--- src/rtl/sadd_pkg.sv ---
package sadd_pkg;
  // full-adder arithmetic, kept here so the datapath and its checks share one definition
  function automatic logic fa_sum(input logic a, input logic b, input logic c);
    return a ^ b ^ c;
  endfunction

  function automatic logic fa_carry(input logic a, input logic b, input logic c);
    return (a & b) | (a & c) | (b & c);
  endfunction
endpackage

--- src/rtl/sadd_shreg.sv ---
module sadd_shreg #(
  parameter int WIDTH = 8
) (
  input  logic             clk,
  input  logic             rst_n,
  input  logic             load,
  input  logic             shift,
  input  logic             ser_in,
  input  logic [WIDTH-1:0] par_in,
  output logic [WIDTH-1:0] q,
  output logic             ser_out
);
  always_ff @(posedge clk or negedge rst_n) begin
    if (!rst_n)     q <= '0;
    else if (load)  q <= par_in;
    else if (shift) q <= {ser_in, q[WIDTH-1:1]};
  end

  assign ser_out = q[0];

  // parallel capture
  p_load_capture_r2: assert property (@(posedge clk) disable iff (!rst_n)
    load |=> q == $past(par_in));
  // no load and no shift means the register holds
  p_hold_r4: assert property (@(posedge clk) disable iff (!rst_n)
    (!load && !shift) |=> $stable(q));
endmodule

--- src/rtl/sadd_carry.sv ---
module sadd_carry (
  input  logic clk,
  input  logic rst_n,
  input  logic clr,
  input  logic upd,
  input  logic d,
  output logic q
);
  always_ff @(posedge clk or negedge rst_n) begin
    if (!rst_n)   q <= 1'b0;
    else if (clr) q <= 1'b0;
    else if (upd) q <= d;
  end

  // clearing forces zero on the next cycle
  p_clear_r8: assert property (@(posedge clk) disable iff (!rst_n)
    clr |=> !q);
  // without clear or update the carry holds
  p_carry_hold_r4: assert property (@(posedge clk) disable iff (!rst_n)
    (!clr && !upd) |=> $stable(q));
endmodule

--- src/rtl/sadd_seq.sv ---
module sadd_seq #(
  parameter int WIDTH = 8
) (
  input  logic clk,
  input  logic rst_n,
  input  logic load,
  input  logic hold,
  input  logic shift_req,
  output logic shift_go,
  output logic done
);
  localparam int CW = $clog2(WIDTH + 1);
  localparam logic [CW-1:0] LAST = CW'(WIDTH - 1);

  logic [CW-1:0] bit_cnt;
  logic          busy;
  logic          last_step;

  assign shift_go  = shift_req && busy && !load && !hold;
  assign last_step = shift_go && (bit_cnt == LAST);

  always_ff @(posedge clk or negedge rst_n) begin
    if (!rst_n) begin
      bit_cnt <= '0;
      busy    <= 1'b0;
      done    <= 1'b0;
    end else begin
      done <= last_step;
      if (load) begin
        bit_cnt <= '0;
        busy    <= 1'b1;
      end else if (shift_go) begin
        bit_cnt <= bit_cnt + 1'b1;
        if (last_step) busy <= 1'b0;
      end
    end
  end

  // done is a single-cycle pulse
  p_done_pulse_r6: assert property (@(posedge clk) disable iff (!rst_n)
    done |=> !done);
  // once done, the sequencer no longer accepts shifts
  p_done_idle_r7: assert property (@(posedge clk) disable iff (!rst_n)
    done |-> !busy);
  // no shift is taken in a load cycle
  p_load_wins_r3: assert property (@(posedge clk) disable iff (!rst_n)
    load |-> !shift_go);
endmodule

--- src/rtl/serial_adder.sv ---
module serial_adder #(
  parameter int WIDTH    = 8,
  parameter bit B_RECIRC = 1'b0
) (
  input  logic             clk,
  input  logic             rst_n,
  input  logic             carry_clr,
  input  logic             load,
  input  logic [WIDTH-1:0] op_a,
  input  logic [WIDTH-1:0] op_b,
  input  logic             shift_en,
  output logic [WIDTH-1:0] sum_q,
  output logic [WIDTH-1:0] addend_q,
  output logic             carry_out,
  output logic             done
);
  import sadd_pkg::*;

  logic shift_go;
  logic a_bit, b_bit;
  logic sum_bit, carry_next;
  logic b_fill;

  sadd_seq #(.WIDTH(WIDTH)) seq_i (
    .clk(clk), .rst_n(rst_n), .load(load), .hold(carry_clr),
    .shift_req(shift_en), .shift_go(shift_go), .done(done)
  );

  assign sum_bit    = fa_sum(a_bit, b_bit, carry_out);
  assign carry_next = fa_carry(a_bit, b_bit, carry_out);

  generate
    if (B_RECIRC) begin : g_recirc
      assign b_fill = b_bit;
    end else begin : g_zero_fill
      assign b_fill = 1'b0;
    end
  endgenerate

  sadd_shreg #(.WIDTH(WIDTH)) reg_a_i (
    .clk(clk), .rst_n(rst_n), .load(load), .shift(shift_go),
    .ser_in(sum_bit), .par_in(op_a), .q(sum_q), .ser_out(a_bit)
  );

  sadd_shreg #(.WIDTH(WIDTH)) reg_b_i (
    .clk(clk), .rst_n(rst_n), .load(load), .shift(shift_go),
    .ser_in(b_fill), .par_in(op_b), .q(addend_q), .ser_out(b_bit)
  );

  sadd_carry carry_i (
    .clk(clk), .rst_n(rst_n), .clr(load || carry_clr),
    .upd(shift_go), .d(carry_next), .q(carry_out)
  );

  // a clear without load leaves the sum register untouched
  p_clr_no_shift_r8: assert property (@(posedge clk) disable iff (!rst_n)
    (carry_clr && !load) |=> $stable(sum_q) && !carry_out);
  // load clears the carry
  p_load_carry_r2: assert property (@(posedge clk) disable iff (!rst_n)
    load |=> !carry_out);
endmodule

--- config.mk ---
export PLATFORM = sky130hd
export DESIGN_NAME = serial_adder
export DESIGN_NICKNAME = d
export VERILOG_FILES = /design/src/rtl/sadd_pkg.sv /design/src/rtl/sadd_shreg.sv /design/src/rtl/sadd_carry.sv /design/src/rtl/sadd_seq.sv /design/src/rtl/serial_adder.sv
export SDC_FILE = /design/constraint.sdc
export NUM_CORES = 1
export LEC_CHECK = 0
export BUFFER_PORTS_ARGS = -buffer_cell sky130_fd_sc_hd__buf_2
export CORE_ASPECT_RATIO = 1.5
export CORE_UTILIZATION = 51
export DETAILED_ROUTE_END_ITERATION = 6
export PLACE_DENSITY = 0.93
export SYNTH_ARGS = -nofsm -noshare
export SYNTH_HDL_FRONTEND = slang
export SYNTH_SLANG_ARGS = --single-unit
--- constraint.sdc ---
create_clock -name clk -period 2.3 [get_ports clk]
set_input_delay 0.345 -clock clk [delete_from_list [all_inputs] [get_ports clk]]
set_output_delay 0.345 -clock clk [all_outputs]
set_load 0.05 [all_outputs]
Word level (Yosys, flattened, before mapping). Cells that the tools add are included.

Register bits: 23. Output and inout port bits: 18. Word-level logic and storage cells: 37.

Add/sub/neg operators: 1. Equality and inequality tests: 1. Muxes and demuxes: 11. Bitwise operators: 7. Reductions and logical operators: 11.

Operators by type and width (count): $mux 8 (4); $mux 4 (2); $reduce_bool 2->1 (3); $mux 1 (5); $add 4x1->4 const B (1); $eq 4x3->1 const B (1); $logic_and 1x1->1 (4); $and 1x1->1 (3); $logic_not 1->1 (2); $or 1x1->1 (2); $reduce_and 2->1 (1); $xor 1x1->1 (2); $logic_or 1x1->1 (1).

Logic depth before layout (Yosys ltp). Gate-level depths: netlist of the first run.

Depth in word-level cells: 7. Gate-level depth with buffers: 6.

Modules after synthesis. From an unflattened synthesis of the first run, not the netlist that was laid out.

Cell total of the unflattened synthesis: 99. Area, all modules: 1092.3 um2.

By module, submodules not included: sadd_shreg (instances 2, cells each 35, area an instance 380.4 um2, seq. area each 200.2 um2); sadd_seq (instances 1, cells each 23, area an instance 262.8 um2, seq. area each 150.1 um2); sadd_carry (instances 1, cells each 3, area an instance 38.8 um2, seq. area each 25.0 um2); serial_adder (instances 1, cells each 3, area an instance 30.0 um2, seq. area each 0.0 um2).

Worst setup path after synthesis of the first run. Ideal clock, no wire load.

Kind: reg-to-reg. From: register carry_i.q. To: register reg_a_i.q[7]. Library setup time: 126 ps. Arrival time: 1562 ps. Path slack: 612 ps. Cell stages (with the launch flop): 5. Path through: dfrtp_1 inv_1 fa_1 nor2b_1 a221o_1.

Word-level cells in the longest chain between the ends: 3.

RTL lines: start: declaration (line sadd_carry.sv:7) `output logic q`; start signal: assignment (line sadd_carry.sv:10) `if (!rst_n) q <= 1'b0;`; start signal: assignment (line sadd_carry.sv:11) `else if (clr) q <= 1'b0;`; start signal: assignment (line sadd_carry.sv:12) `else if (upd) q <= d;`; $xor 1x1->1 (line sadd_pkg.sv:4) `return a ^ b ^ c;`; $mux 8 (line sadd_shreg.sv:16) `else if (shift) q <= {ser_in, q[WIDTH-1:1]};`; $mux 8 (line sadd_shreg.sv:15) `else if (load) q <= par_in;`; end signal: assignment (line sadd_shreg.sv:15); end signal: assignment (line sadd_shreg.sv:16); end: declaration (line sadd_shreg.sv:10) `output logic [WIDTH-1:0] q,`.

No other way between the ends. The select of a mux whose other input is x is not followed. A chain may end at the register's enable or synchronous reset.

Final worst setup path of the first run.
From: register seq_i.busy. To: register seq_i.bit_cnt[0].

Word-level cells in the longest chain between the ends: 4.

RTL lines: start: declaration (line sadd_seq.sv:16) `logic busy;`; start signal: assignment (line sadd_seq.sv:25) `busy <= 1'b0;`; start signal: assignment (line sadd_seq.sv:31) `busy <= 1'b1;`; start signal: assignment (line sadd_seq.sv:34) `if (last_step) busy <= 1'b0;`; $logic_and 1x1->1 (3 in a row) (line sadd_seq.sv:19) `assign shift_go = shift_req && busy && !load && !hold;`; $reduce_bool 2->1 (no line); end signal: assignment (line sadd_seq.sv:33) `bit_cnt <= bit_cnt + 1'b1;`; end: declaration (line sadd_seq.sv:15) `logic [CW-1:0] bit_cnt;`.

No other way between the ends.

==> results of run 1 <==
==> final timing paths <==
check | start | endpoint | depth (start not counted)
max | seq_i.busy | seq_i.bit_cnt[0] | 3
min | op_b[7] | reg_b_i.q[7] | 3
max reg2reg | seq_i.busy | seq_i.bit_cnt[0] | 3
min reg2reg | seq_i.bit_cnt[3] | seq_i.done | 1
max in group asynchronous | rst_n | reg_a_i.q[0] | 2
min in group asynchronous | rst_n | seq_i.busy | 2
==> flip-flops by register name, indices dropped and copies added, names as in the netlist <==
| signal | cells |
|---|---|
| seq_i.busy | 1 |
| seq_i.bit_cnt | 4 |
| reg_b_i.q | 8 |
| seq_i.done | 1 |
| reg_a_i.q | 8 |
| carry_i.q | 1 |
==> critical path, delay by kind of cell, from the launching register on <==
family           cells  cell delay, ps
flip-flops           1             440
multiplexers         1             290
AND/OR/NAND/NOR      2             790
==> layout make-up <==
type,instances,area [sq um]
clock buffers,4,26.3
flip-flops and latches,23,576
inverters,3,11.3
well taps,21,26.3
fillers,138,599
repair buffers,41,215
multi-input cells,53,424
==> layer usage <==
metal  vias up  part of all wire
li1        396                 -
met1       388              0.43
met2        41              0.49
met3         5             0.056
met4         0             0.021
met5         -                 0
==> cell families (layout without fill, tap and decap cells) <==
family	after synthesis	count (layout)	share of synthesized area
adders and majority gates	2	2	0.0309
AOI/OAI and AO/OA	31	31	0.238
DFF	23	23	0.547
buffers and inverters	12	48	0.0642
muxes	3	3	0.0309
and+or+nand+nor	17	17	0.0892
==> cell usage after synthesis (all sizes together) <==
cell type  number  area share
clkbuf          2      0.0071
a221o           3       0.029
buf             7       0.046
and3            1      0.0059
nor4bb          1      0.0095
nand2b          3       0.018
dfrtp          23        0.55
a21oi           1      0.0048
mux2            2       0.021
nor2b           2       0.012
nand4           1      0.0059
mux2i           1      0.0095
a22o           12        0.10
a21o           12       0.086
nor3            3       0.014
nand2           3       0.011
nor4            1      0.0059
ha              1       0.012
o21ai           2      0.0095
fa              1       0.019
inv             3       0.011
nor2            2      0.0071
o32a            1      0.0095
==> power groups by stage <==
stage | logic (mW) | clock network [mW] | registers (mW)
after floorplan | 0.0905 | 0 | 0.569
after global placement | 0.253 | 0 | 0.470
after detailed placement | 0.258 | 0 | 0.472
after CTS | 0.260 | 0.188 | 0.465
after global routing | 0.275 | 0.206 | 0.469
final | 0.259 | 0.184 | 0.465
==> timing repair <==
| item | CTS | global route |
|---|---|---|
| hold endpoints to repair | 23 | 0 |
| buffers inserted | 0 | 0 |
| hold buffers | 1 | 0 |
==> reports/metrics.yaml, run 1 <==
worst_setup_path:
  cp_max_fo: 14
  cp_data_arrival_time_ps: 1830
  crit_type: "reg -> reg"
  endpoint_kind: "register"
  rrSetupSlack_ps: 730
  critPathRequiredTime_ps: 2560
  start_kind: "register"
  worstPathCellList: "nor4bb_4, nor2_1, mux2_2"
  cp_slowest_stage_delay_ps: 610
  crit_slowest_cell: "nor2_1"
power:
  leakagePower_nw: 0.706
  irDropWorstVdd_mv: 0.479
  seq_power_share: 0.512
  clock_power_share: 0.203
  finalPower_mw: 0.907
  pwr-share-comb: 0.285
  p_switching_mw: 0.322
  pwr_density_cell_mw_per_mm2: 710
  power.internal_mw: 0.585
  netSwitchingFraction: 0.355
floorplanning:
  die_h_um: 57.6
  initial_core_util: 0.560
  core-area_sq_mm: 0.00188
  die_w_um: 39.1
  die_area_sq_mm: 0.00225
  rows: 19
  io_pins: 39
cells_and_area:
  antenna_cells: 0
  final_common_cell: "buf_2"
  most-common-layout-cells: "buf_2 (38), dfrtp_1 (23), a22o_1 (12), a21o_1 (12)"
  final_cell_area_sq_mm: 0.00128
  finalCoreUtilization: 0.681
  layout-drive-gt1-share: 0.363
  final_cells: 145
  synthToLayoutAreaGrowth_pct: 21.5
  layout.nets: 148
clock_network:
  root_buffer: "clkbuf_4"
  insertion_delay_ps: 310
  clock_path_buffers: 2
  cts_sinks: 23
  numCtsBuffers: 3
  cts-htree-levels: 1
  clk_pin_slew_ps: 120
  ctsResizeCount: 0
  tritoncts: "built"
worst_hold_path:
  hold_path_class: "in -> reg"
global_route:
  grt-busiest-layer: "met2"
  antenna_found_initial: 0
  grt_max_degree: 27
  grt_use_met1: 0.320
  grt_pass1_wl_mm: 3.66
  grt_pass1_vias: 825
  grtUsageTotal: 0.233
  overflow: 0
  global_route.usage.met2: 0.355
  use_met3: 0.0383
flow_run:
  cap_viol_max_count: 0
drt:
  wl_mm: 2.17
  first_pass_iters: 4
  viasPerCell: 5.72
  vias: 830
  post_drt_wl_per_cell_um: 15.0
  drt_iter0_markers: 11
  postRouteAntennaNets: 0
  drc: 0
timing:
  whs_ps: 252
  fin_crit_ps: 1570
  worst_pin_slew_ps: 798
  fin_crit_sh: 0.684
  fin_tns_setup_ps: 0
  hold_violations: 0
  finalSetupViolations: 0
  rsz0062_at_grt: "no"
  max_slew_margin: 0.466
  finClkSkew_ps: 3.34
  timing.final.max_slew_violations: 0
  clock.fmax_ghz: 0.636
  postLayoutSetupSlackWorst_ps: 727
yosys:
  synth_nets: 111
  ys_seq_elements: 23
  syn-cell-area_sq_mm: 0.00105
  syn_avg_cell_area_sq_um: 12.0
  synth_seq_area_share: 0.547
  ys_types: 26
  ys_warn_count: 0
  synthCells: 88
placed_design:
  placed_area_sq_mm: 0.00124
  place.gp.congestion: 0.730
  port_buffers: 38
  dp_hpwl_mm: 1.58
  dp_cells: 140
  post-place-ws_ps: 572
outcome:
  status: "finished, final reports clean"
No activity file was read; power rests on OpenSTA's default activity.
==> run 2, diff against run 1 <==
Settings changed: CORE_UTILIZATION 51 to 43, PLACE_DENSITY 0.93 to 0.85.
Clock period 2.3 ns to 1.3 ns, I/O delays scaled along.
==> run 2 against run 1 <==
- the flow now finishes with violations (negative setup slack)
- clock-buffer cell count unchanged
- die area up 18%
- sequential power up 77%
- setup slack worse by 790 ps
- register-to-register slack worse by 790 ps
- clock power up 78%
- hold slack worse by 160 ps
- first-iteration DRC count up 82%
- sequential share of layout area down 4.6 points
- final cell count up 9.7%
- core utilization down 5.0 points
- non-clock buffer count up 12
- critical path type unchanged
- critical endpoint is now reg_a_i.q[7]
- highest routed layer unchanged
==> reports/metrics.yaml, run 2 (synthesized netlist as in run 1, its figures left out) <==
outcome:
  status: "finished, violations left"
  violations: "negative setup slack"
drt:
  drc: 0  # unchanged
  first_pass_iters: 4  # unchanged
  postRouteAntennaNets: 0  # unchanged
  post_drt_wl_per_cell_um: 14.8  # -1.4%
  viasPerCell: 5.52  # -3.6%
  vias: 877  # +5.7%
  drt_iter0_markers: 20  # +9
  wl_mm: 2.35  # +8.2%
timing:
  fin_crit_ps: 1370  # -205 ps
  clock.fmax_ghz: 0.731  # +15%
  max_slew_margin: 0.669  # +0.203
  rsz0062_at_grt: "yes"
  timing.final.max_slew_violations: 0  # unchanged
  worst_pin_slew_ps: 497  # -302 ps
  fin_crit_sh: 1.05  # +0.368
  hold_violations: 0  # unchanged
  finClkSkew_ps: 1.05  # -2.28 ps
  whs_ps: 87.2  # -164 ps
  postLayoutSetupSlackWorst_ps: -67.4  # -795 ps
  finalSetupViolations: 2  # +2
flow_run:
  cap_viol_max_count: 0  # unchanged
power:
  power.internal_mw: 1.07  # +83%
  seq_power_share: 0.496  # -0.016
  irDropWorstVdd_mv: 0.561  # +17%
  finalPower_mw: 1.66  # +83%
  clock_power_share: 0.198  # -0.005
  p_switching_mw: 0.584  # +82%
  pwr-share-comb: 0.306  # +0.021
  leakagePower_nw: 0.772  # +9.3%
  pwr_density_cell_mw_per_mm2: 1160  # +64%
  netSwitchingFraction: 0.353  # -0.00215
global_route:
  grt_max_degree: 27  # unchanged
  grtUsageTotal: 0.193  # -0.0406
  overflow: 0  # unchanged
  grt_pass1_wl_mm: 3.86  # +5.5%
  global_route.usage.met2: 0.319  # -0.0355
  antenna_found_initial: 0  # unchanged
  grt_use_met1: 0.224  # -0.0957
  use_met3: 0.0260  # -0.0123
  grt_pass1_vias: 898  # +8.8%
  grt-busiest-layer: "met2"
worst_setup_path:
  timing.rr.start: "carry_i.q"
  cp_slowest_stage_delay_ps: 530  # -80 ps
  cp_max_fo: 2  # -12
  critPathBufInv: 1  # +1
  start_kind: "register"
  crit_type: "reg -> reg"
  endpoint_kind: "register"
  cp_data_arrival_time_ps: 1580  # -250 ps
  crit_family: "adder cells"
  worstPathCellList: "inv_2, fa_1, nor2b_1, a221o_1"
  rr_endpoint: "reg_a_i.q[7]"
  worstRegToRegCells: 4  # +1
  rrSetupSlack_ps: -70  # -790 ps
  crit_slowest_cell: "fa_1"
  critPathRequiredTime_ps: 1510  # -1050 ps
floorplanning:
  rows: 21  # +2
  die_w_um: 42.4  # +8.5%
  initial_core_util: 0.466  # -0.0946
  die_h_um: 62.6  # +8.6%
  io_pins: 39  # unchanged
  die_area_sq_mm: 0.00265  # +18%
  core-area_sq_mm: 0.00226  # +20%
clock_network:
  cts-htree-levels: 1  # unchanged
  root_buffer: "clkbuf_4"
  clk_pin_slew_ps: 120  # about the same
  cts_sinks: 23  # unchanged
  clock_path_buffers: 2  # unchanged
  insertion_delay_ps: 310  # about the same
  tritoncts: "built"
  numCtsBuffers: 3  # unchanged
worst_hold_path:
  holdCritStartpoint: "op_b[7]"
  min_to: "reg_b_i.q[7]"
  hold_path_class: "in -> reg"
  hold_depth: 3  # unchanged
cells_and_area:
  final_common_cell: "buf_2"
  synthToLayoutAreaGrowth_pct: 35.6
  layout-drive-gt1-share: 0.463  # +0.100
  antenna_cells: 0  # unchanged
  layout.nets: 160  # +8.1%
  reg_top3: "reg_a_i.q x8, reg_b_i.q x8, seq_i.bit_cnt x4"
  most-common-layout-cells: "buf_2 (37), dfrtp_1 (22), a22o_1 (12), a21o_1 (12), buf_4 (11)"
placed_design:
  place.gp.congestion: 0.785  # +7.5%
  dp_hpwl_mm: 1.68  # +6.2%
  post-place-ws_ps: -93.0  # -665 ps
  port_buffers: 38  # unchanged
[run 2: changes by cell type in the layout (fill, tap and decap cells not counted), sizes merged]
cell  before  now
buf       40   52
[run 2: area by class of cell]
class                      instances  area, sq um
fill                             189          833
sequential                        23          577
multi-input combinational         53          452
timing repair buffer              53          332
tap                               23         28.8
clock buffer                       4         26.3
inverter                           3         11.3
[run 2: power by group through the flow]
stage                     clock (mW)  combinational (mW)  sequential [mW]
after floorplan                    0               0.161             1.01
after global placement             0               0.476            0.831
after detailed placement           0               0.483            0.836
after CTS                      0.340               0.497            0.823
after global routing           0.371               0.537            0.832
final                          0.328               0.507            0.822
[run 2: timing repair]
item | 4_1_cts | 5_1_grt
resized for setup | 4 | 7
endpoints found under the hold margin | 23 | 0
setup buffers | 2 | 0
setup endpoints to repair | 12 | 17
pin swaps | 1 | 2
hold buffers | 1 | 0
[run 2: worst max-delay path by stage]
| stage | startpoint | to | cells past startpoint |
|---|---|---|---|
| floorplan | carry_i.q | reg_a_i.q[7] | 4 |
| global placement | load | reg_b_i.q[0] | 5 |
| detailed placement | load | reg_b_i.q[0] | 5 |
| CTS | carry_i.q | reg_a_i.q[7] | 4 |
| global route | carry_i.q | reg_a_i.q[7] | 4 |
| finish | carry_i.q | reg_a_i.q[7] | 4 |
[run 2: through the flow]
step / util / area [sq um] / TNS [ps] / cells
floorplan: - / 1050 / -166 / 88
global placement: 0.590 / 1330 / -291 / 152
detailed placement: 0.590 / 1330 / -715 / 152
CTS: 0.618 / 1400 / -100 / 159
global route: 0.631 / 1430 / -407 / 159
finish: 0.631 / 1430 / -110 / 159
[run 2: worst register-to-register path, delay by kind of cell, from the launching register on]
family | cells | cell delay [ps]
AND/OR/NAND/NOR | 1 | 50
flip-flops | 1 | 390
adder cells (fa/ha/maj) | 1 | 530
AO/OA/AOI/OAI | 1 | 250
buffers and inverters | 1 | 40
[run 2: metal layers]
layer / wire length, um / up-vias
met4: 66 / 0
met5: 0 / -
li1: - / 420
met3: 98 / 4
met1: 959 / 422
met2: 1220 / 31
==> run 3, diff against run 2 <==
Settings changed: ABC_AREA set to 1, CORE_UTILIZATION 43 to 44, SYNTH_HIERARCHICAL set to 1.
==> run 3 against run 2 <==
- the run ends with design-rule violations left
- flip-flop and latch count is the same
- setup slack gained 170 ps
- total power shrank 5.4%
==> reports/metrics.yaml, run 3 <==
clock_network:
  insertion_delay_ps: 310  # about the same
  clk_pin_slew_ps: 130  # about the same
  postCtsSetupBuffers: 0  # -2
  cts-htree-levels: 1  # unchanged
  clock_path_buffers: 2  # unchanged
  ctsResizeCount: 0  # -4
  cts_sinks: 23  # unchanged
  numCtsBuffers: 3  # unchanged
  root_buffer: "clkbuf_4"
  tritoncts: "built"
placed_design:
  dp_cells: 197  # +30%
  port_buffers: 38  # unchanged
  dp_hpwl_mm: 1.61  # -4.0%
  place.gp.congestion: 0.729  # -7.1%
yosys:
  synthCells: 139  # +58%
  syn-cell-area_sq_mm: 0.00116  # +10%
  synth-edff-count: 0  # unchanged
  synth_seq_area_share: 0.496  # -0.0513
  yosysMostFrequentCell: "nand2_1"
  syn_avg_cell_area_sq_um: 8.35  # -30%
  synthArstFlopShare: 1.00  # unchanged
  synthFlopType: "dfrtp_1"
  synth_common_cells: "nand2_1 (50), nand3_1 (35), dfrtp_1 (23)"
  ys_warn_count: 6  # +6
  synth_nets: 162  # +46%
  synth_area_leaders: "dfrtp_1 (50%), nand2_1 (16%), nand3_1 (15%), buf_4 (2.6%), inv_1 (2.3%)"
  ys_seq_elements: 23  # unchanged
  ys_types: 17  # -35%
  synth_top_area_share: 0.496  # -0.0513
  yosys.area.top_type: "dfrtp_1"
global_route:
  grtUsageTotal: 0.185  # -0.00779
  grt_pass1_vias: 977  # +8.8%
  grt_pass1_wl_mm: 4.07  # +5.4%
  grt-busiest-layer: "met2"
  global_route.usage.met2: 0.312  # -0.00766
  antenna_found_initial: 0  # unchanged
  grt_use_met1: 0.231  # +0.00630
  grt_max_degree: 28  # +3.7%
  use_met3: 0.0418  # +0.0158
  overflow: 0  # unchanged
worst_hold_path:
  hold_path_class: "in -> reg"
  min_to: "reg_b_i/q[6]"
  holdCritStartpoint: "op_b[6]"
  hold_depth: 3  # unchanged
cells_and_area:
  final_common_cell: "nand2_1"
  most-common-layout-cells: "nand2_1 (50), buf_2 (38), nand3_1 (35)"
  reg_top3: "reg_a_i/q x8, reg_b_i/q x8, seq_i/bit_cnt x4"
  layout.nets: 202  # +26%
  final_cells: 202  # +27%
  synthToLayoutAreaGrowth_pct: 20.2
  layout-drive-gt1-share: 0.320  # -0.143
  antenna_cells: 0  # unchanged
  finalCoreUtilization: 0.563  # -0.0681
timing:
  clock.fmax_ghz: 0.835  # +14%
  hold_violations: 0  # unchanged
  finClkSkew_ps: 8.46  # +7.41 ps
  timing.final.max_slew_violations: 0  # unchanged
  fin_crit_sh: 0.921  # -0.131
  finalSetupViolations: 0  # -2
  fin_tns_setup_ps: 0  # +110 ps
  max_slew_margin: 0.655  # -0.0136
  worst_pin_slew_ps: 517  # +20.4 ps
  fin_crit_ps: 1200  # -170 ps
  rsz0062_at_grt: "no"
floorplanning:
  die_w_um: 43.9  # +3.7%
  io_pins: 39  # unchanged
  die_area_sq_mm: 0.00285  # +7.5%
  initial_core_util: 0.469  # +0.00302
  die_h_um: 64.9  # +3.7%
  core-area_sq_mm: 0.00248  # +9.6%
  rows: 22  # +4.8%
worst_setup_path:
  cp_slowest_stage_delay_ps: 530  # about the same
  crit_slowest_cell: "fa_1"
  crit_top_cell: "nand3_1"
  critPathRequiredTime_ps: 1550  # +40 ps
  rr_endpoint: "reg_a_i/q[7]"
  cp_max_fo: 3  # +1
  timing.rr.start: "carry_i/q"
  start_kind: "register"
  rrSetupSlack_ps: 100  # +170 ps
  endpoint_kind: "register"
  crit_type: "reg -> reg"
  worstPathCellList: "fa_1, nand3_1, nand3_1"
  worstRegToRegCells: 3  # -1
  cp_data_arrival_time_ps: 1450  # -130 ps
outcome:
  violations: "design-rule violations"
  status: "finished, violations left"
drt:
  viasPerCell: 5.08  # -7.9%
  wl_mm: 2.24  # -4.6%
  drc: 4  # +4
  drt_iter0_markers: 40  # +100%
  first_pass_iters: 7  # +3
  vias: 1026  # +17%
  post_drt_wl_per_cell_um: 11.1  # -25%
  postRouteAntennaNets: 0  # unchanged
power:
  clock_power_share: 0.209  # +0.011
  seq_power_share: 0.519  # +0.023
  pwr-share-comb: 0.272  # -0.034
  pwr_density_cell_mw_per_mm2: 1120  # -3.3%
  netSwitchingFraction: 0.364  # +0.0111
  p_switching_mw: 0.570  # -2.4%
  leakagePower_nw: 0.796  # +3.2%
  irDropWorstVdd_mv: 0.710  # +26%
  power.internal_mw: 0.998  # -7.0%
flow_run:
  cap_viol_max_count: 0  # unchanged
-- run 3: changes by cell type after synthesis, sizes merged, moves of 3 or more --
cell and delta:
a21o -12, a221o -3, a22o -12, inv +7, nand2 +51, nand2b -3
nand3 +35, nor2 +5, nor3 -3
-- run 3: worst max-delay path, delay by kind of cell, from the launching register on --
kind | cells | cell delay, ps
adders and majority gates | 1 | 530
DFF | 1 | 450
and+or+nand+nor | 2 | 150
-- run 3: worst max-delay path by stage --
stage	end	start	slack, ps	cells after the start
floorplan	reg_a_i/q[7]	carry_i/q	30	3
global placement	reg_a_i/q[7]	carry_i/q	160	3
detailed placement	reg_a_i/q[7]	carry_i/q	130	3
CTS	sum_q[0]	reg_a_i/q[0]	90	1
global route	reg_a_i/q[7]	carry_i/q	0.06	3
finish	reg_a_i/q[7]	carry_i/q	100	3
-- run 3: metrics by stage --
stage	hold WS [ps]	total power [mW]	instance area (sq um)	setup slack [ps]
final	82.9	1.57	1400	102
after detailed placement	193	1.26	1360	134
after global placement	201	1.25	1360	156
after floorplan	-101	1.14	1160	29.5
after CTS	71.2	1.59	1400	85.8
after global routing	60.9	1.67	1400	0.0588
-- run 3: repair_timing --
action	CTS	global route
setup endpoints to repair	0	0
hold buffers	1	0
endpoints found under the hold margin	23	0
-- run 3: layout make-up --
| cell class | instances | area (sq um) |
|---|---|---|
| repair buffers | 41 | 228 |
| clock buffers | 3 | 22.5 |
| multi-input cells | 100 | 495 |
| fillers | 235 | 1080 |
| inverters | 10 | 37.5 |
| flip-flops and latches | 23 | 577 |
| clock inverters | 1 | 5.00 |
| well taps | 24 | 30.0 |
-- run 3: power by group through the flow --
stage	clock [mW]	sequential (mW)	combinational (mW)
after CTS	0.344	0.814	0.431
after global placement	0	0.828	0.424
after detailed placement	0	0.828	0.428
after floorplan	0	0.985	0.155
final	0.327	0.813	0.427
after global routing	0.384	0.825	0.462
-- run 3: logic make-up (layout without fill, tap and decap cells) --
group / count (synthesis) / in the layout / synth area share
buf+inv: 16 / 55 / 0.0776
flops: 23 / 23 / 0.496
fa+ha+maj: 2 / 2 / 0.0280
simple gates: 97 / 97 / 0.395
other cells: 1 / 1 / 0.00323
-- run 3: layer usage --
| metal | up-vias | routed length (um) |
|---|---|---|
| li1 | 519 | - |
| met2 | 40 | 1130 |
| met3 | 0 | 137 |
| met4 | 0 | 0 |
| met1 | 467 | 975 |
| met5 | - | 0 |
